$ cat src/rtl/pc_delay_seq.sv
module pc_delay_seq #(
  parameter int          AW         = 32,
  parameter logic [31:0] HI_BASE    = 32'hF000_0000,
  parameter logic [31:0] RST_OFFSET = 32'h0000_0100
) (
  input  logic          clk,
  input  logic          rst,
  input  logic          eph,
  input  logic          step_en,
  input  logic          br_taken,
  input  logic [AW-1:0] br_target,
  input  logic          bkpt_hit,
  input  logic          exc_pending,
  output logic [AW-1:0] pc,
  output logic [AW-1:0] pc_next,
  output logic [AW-1:0] pc_prev,
  output logic          delay_slot,
  output logic          halt,
  output logic          insn_done
);
  localparam logic [AW-1:0] STEP = AW'(4);

  logic          brk_armed;
  logic [AW-1:0] vec_base, rst_pc, tgt_al;
  logic          fire, adv, take;

  assign vec_base = eph ? AW'(HI_BASE) : '0;
  assign rst_pc   = (vec_base + AW'(RST_OFFSET)) & ~AW'(3);
  assign tgt_al   = {br_target[AW-1:2], 2'b00};
  assign fire     = step_en && bkpt_hit && !brk_armed;
  assign adv      = step_en && !fire;
  assign take     = br_taken && !exc_pending;

  always_ff @(posedge clk) begin
    if (rst) begin
      pc         <= rst_pc;
      pc_next    <= rst_pc + STEP;
      pc_prev    <= '0;
      delay_slot <= 1'b0;
      halt       <= 1'b0;
      insn_done  <= 1'b0;
      brk_armed  <= 1'b0;
    end else begin
      halt      <= fire;
      insn_done <= adv && !exc_pending;
      if (step_en) brk_armed <= fire;
      if (adv) begin
        pc_prev    <= pc;
        pc         <= pc_next;
        pc_next    <= take ? tgt_al : pc_next + STEP;
        delay_slot <= take;
      end
    end
  end
endmodule


$ cat config.mk
export PLATFORM = sky130hd
export DESIGN_NAME = pc_delay_seq
export DESIGN_NICKNAME = d
export VERILOG_FILES = /design/src/rtl/pc_delay_seq.sv
export SDC_FILE = /design/constraint.sdc
export NUM_CORES = 1
export LEC_CHECK = 0
export ABC_CLOCK_PERIOD_IN_PS = 3100
export CAP_MARGIN = 20
export CORE_MARGIN = 5
export CORE_UTILIZATION = 46
export DETAILED_ROUTE_END_ITERATION = 10
export PLACE_DENSITY_LB_ADDON = 0.15
export SYNTH_ARGS = -nofsm -noshare
export SYNTH_HDL_FRONTEND = slang
export SYNTH_SLANG_ARGS = --single-unit
$ cat constraint.sdc
create_clock -name clk -period 3.1 [get_ports clk]
set_clock_uncertainty 0.1 [all_clocks]
set_input_delay 0.62 -clock clk [delete_from_list [all_inputs] [get_ports clk]]
set_output_delay 0.62 -clock clk [all_outputs]
set_load 0.1 [all_outputs]
# --- Word-level counts from Yosys, hierarchy flattened ---
# Cells that the tools add are included.
totals:
  in_bits: 39
  elab_cells: 26
  reg_bits: 100
classes:
  addsub: 3
  mux: 6
  reduce_logical: 9
op_table:
  columns: ["operator", "count"]
  rows:
  - ["32-bit 2-to-1 mux", 6]
  - ["32-bit by 3-bit adder with 32-bit output (second input constant)", 2]
  - ["32-bit by 9-bit adder with 32-bit output (second input constant)", 1]
  - ["1-bit logical AND", 5]
  - ["1-bit logical NOT", 3]
  - ["2-bit nonzero test", 1]

# --- Logic depth before layout (Yosys ltp) ---
depth:
  depth_word: 6
  depth_mapped: 7

# --- Least setup slack after synthesis ---
# No wires, ideal clock.
synth_timing:
  kind: "reg-to-reg"
  startpoint: "register pc_next[2]"
  endpoint: "register pc_next[26], data pin"
  stages_incl_launch_ff: 8
  arrival_time_ns: 2.518
  setup_slack_ns: 0.207
  setup_time_ns: 0.274
  period_less_slack_ns: 2.893
  cell_sequence: "edfxtp_1 > ha_1 > nand2_1 > or4_4 > buf_6 > nor4_4 > xnor2_1 > a211oi_2"
synth_via:
  elab_chain_len: 4
synth_lines:
  columns: ["item", "line", "source"]
  rows:
  - ["start: declaration", "15", "output logic [AW-1:0] pc_next,"]
  - ["start signal: assignment", "37", "pc_next <= rst_pc + STEP;"]
  - ["start signal: assignment", "50", "pc_next <= take ? tgt_al : pc_next + STEP;"]
  - ["32-bit by 3-bit adder with 32-bit output", "50", null]
  - ["32-bit 2-to-1 mux", "50", null]
  - ["32-bit 2-to-1 mux", "47", "if (adv) begin"]
  - ["32-bit 2-to-1 mux", "35", "if (rst) begin"]
# No other way between the ends. The select of a mux whose other input is x is not followed.
# A chain may end at the register's enable or synchronous reset.

# --- Worst setup path after layout ---
layout_timing:
  startpoint: "register pc_next[2]"
  endpoint: "register pc_next[18], data pin"
# The elaborated chain is that of the path after synthesis.

==> run metrics <==
initial core utilization=0.475; worst path required time=3.18 ns; Worst Setup Start Kind=register; cell count after synthesis=354; Core Box Area=8810 um^2; total CTS buffers=9; Pins Over Slew Limit=0; RSZ-0062 raised after global routing=no; diode count=0; most frequent cells in the layout=buf_4, edfxtp_1, nor2_1, clkdlybuf4s50_1, dfxtp_1; die width=roughly 110 um; initial antenna violation count=0; P&R area growth vs syn=31.7%; Die ar.=11100 um^2; CTS max path bufs=2; period utilization=0.773; synthesis warning total=0; post-CTS resize count=0; critical path fanouts, max=8; Final nets=518; max incr delay on CP=0.56 ns; Multi-input gate area=1550 um^2; Max transition margin=0.600; Clock Pin Slew Worst Setup and Hold Paths=0.10 ns; Setup Fix Bufs, Post-CTS=0; Post-CTS Hold Fix Bufs=0; crit path max-delay cell type=or4_4; Flop pwr share=0.448; wire per inst=around 17 um; H-tree levels=3; internal power=2000 uW; Total GRT Usage=0.178; Arr. time, crit path=~2.5 ns; port buffer count=129; DRC viols=0; FP Rows=34; final wirelength=9.93 mm; number of max-cap violations=0; Chip Height=105 um; share of cells above drive strength 1=0.290; CTS tree=built; TNS Setup=0 ns; sequential cell area=2480 um^2; Max rail drop VDD=0.267 mV; root buffer cell=clkbuf_8; Seq/Total Area, Yosys=0.593; final hold violation count=0; Final setup viols=0; Routed Antenna Nets=0; sw power=1460 uW; Static Leak=0.00214 uW; Initial DRC Count=156; Worst Setup Path Type=register to register; most common cell after layout, fill and taps aside=buf_4; Hold Crit Class=register to register; vias in the first global route=roughly 3000; Syn Area/Cell=11.8 um^2; sw frac=0.422; largest net degree at the start of global routing=40; fin util=0.626; Worst-Skew Late Latency=0.36 ns; f_max=417 MHz; first-pass GRT wire length=15.8 mm; status=finished clean; pwr/cell area=627 nW/um^2; CP Cell Sequence=ha_1 -> nand2_1 -> or4_4 -> or3_1 -> a311oi_1; Clock power frac=0.221; vias per inst=5.34; Synth cell types=42; # IOs=138; Least-Margin Pin Slew=0.600 ns; gr ovfl total=0; Mapped Area=4180 um^2; post-synthesis sequential element count=94; Gate power share=0.331; Detailed Routing Iterations Pass 1=4; dpl hpwl=7.26 mm; Vias=about 3200; clk sinks=94; Final Critical Period=2.40 ns; layout filler cell count=747; Crit. End Element=register; gpl congestion=between 0.8 and 0.9
-- worst max-delay path, delay by kind of cell, from the launching register on --
kind | cells | cell delay (ns)
flip-flops | 1 | 0.46
adder cells (fa/ha/maj) | 1 | 0.27
AND/OR/NAND/NOR | 3 | 1.10
AO/OA/AOI/OAI | 1 | 0.28
-- final timing paths --
path	from	end	slack [ns]	cells past startpoint
worst max-delay path	pc_next[2]	pc_next[18]	0.70	5
worst min-delay path	pc_prev[18]	pc_prev[18]	0.39	1
worst max register to register	pc_next[2]	pc_next[18]	0.70	5
worst min register to register	pc_prev[18]	pc_prev[18]	0.39	1
-- power by group through the flow --
stage          clock network, uW  logic, uW  registers [uW]
6_report                     763       1140            1550
5_1_grt                      838       1180            1570
4_1_cts                      779       1150            1550
3_5_place_dp                   0       1150            1580
3_3_place_gp                   0       1140            1570
2_1_floorplan                  0        203            2260
-- state kept, by name (all words and copies together), names as in the netlist --
name and count:
brk_armed 1, delay_slot 1, halt 1, insn_done 1, pc 30, pc_next 30, pc_prev 30
-- per-layer routing --
| metal | GRT usage | routed length [um] |
|---|---|---|
| met5 | 0 | 0 |
| met1 | 0.244 | 4470 |
| met3 | 0.0348 | 548 |
| met4 | 0.0694 | 178 |
| met2 | 0.278 | 4730 |
-- kinds of logic (layout without fill, tap and decap cells) --
group                    Yosys count  count (layout)  share of synthesized area
AND/OR/NAND/NOR                  121             121                      0.174
buffers and inverters             39             163                     0.0428
XOR/XNOR                          26              26                     0.0544
flip-flops                        94              94                      0.593
adder cells (fa/ha/maj)            1               1                    0.00299
AO/OA/AOI/OAI                     71              71                      0.129
other                              1               6                   0.000896
multiplexers                       1               1                    0.00269
-- cells in the mapped netlist --
master	instances	area share
a21oi_1	7	0.0084
nor4_1	1	0.0015
or4_4	1	0.0027
nand3_2	2	0.0048
nand3_1	7	0.0084
buf_4	6	0.011
a211oi_2	2	0.0060
nor2b_1	21	0.031
xor2_1	4	0.0084
inv_1	11	0.0099
xnor2_1	22	0.046
buf_2	2	0.0024
a211o_1	1	0.0021
and4_1	2	0.0042
nand2_2	1	0.0015
edfxtp_1	60	0.43
conb_1	1	0.00090
nor3_1	3	0.0036
o21ai_0	6	0.0072
ha_1	1	0.0030
a22o_1	31	0.065
nor4_4	2	0.010
nor3_2	5	0.012
or4_1	3	0.0054
dfxtp_1	34	0.16
and2_1	1	0.0015
clkbuf_1	19	0.017
nor3b_1	1	0.0018
nand2b_1	3	0.0045
buf_6	1	0.0027
nand2_1	12	0.011
a211oi_1	17	0.031
a311oi_1	2	0.0042
or2_2	2	0.0030
nand4_1	6	0.0090
mux2_2	1	0.0027
and3_1	2	0.0030
o21ai_1	5	0.0060
and3b_1	1	0.0021
or3_1	3	0.0045
nor4_2	5	0.015
nor2_1	37	0.033
-- final cells by class --
cell class	instances	area share
sequential	94	0.450
multi-input combinational	226	0.281
timing repair buffer	136	0.204
tap	108	0.0245
clock buffer	9	0.0225
clock inverter	7	0.00999
inverter	11	0.00749
-- metrics by stage --
| step | area, um^2 | power [uW] | std cells | hold slack (ns) | setup slack, ns |
|---|---|---|---|---|---|
| after detailed placement | 5320 | 2720 | 574 | 0.366 | 0.500 |
| after CTS | 5500 | 3470 | 590 | 0.392 | 0.692 |
| after floorplan | 4200 | 2460 | 359 | 0.419 | 0.207 |
| after global placement | 5320 | 2710 | 574 | 0.362 | 0.587 |
| final | 5510 | 3460 | 591 | 0.386 | 0.704 |
| after global routing | 5510 | 3580 | 591 | 0.410 | 0.522 |
(Power assumes the default switching activity.)
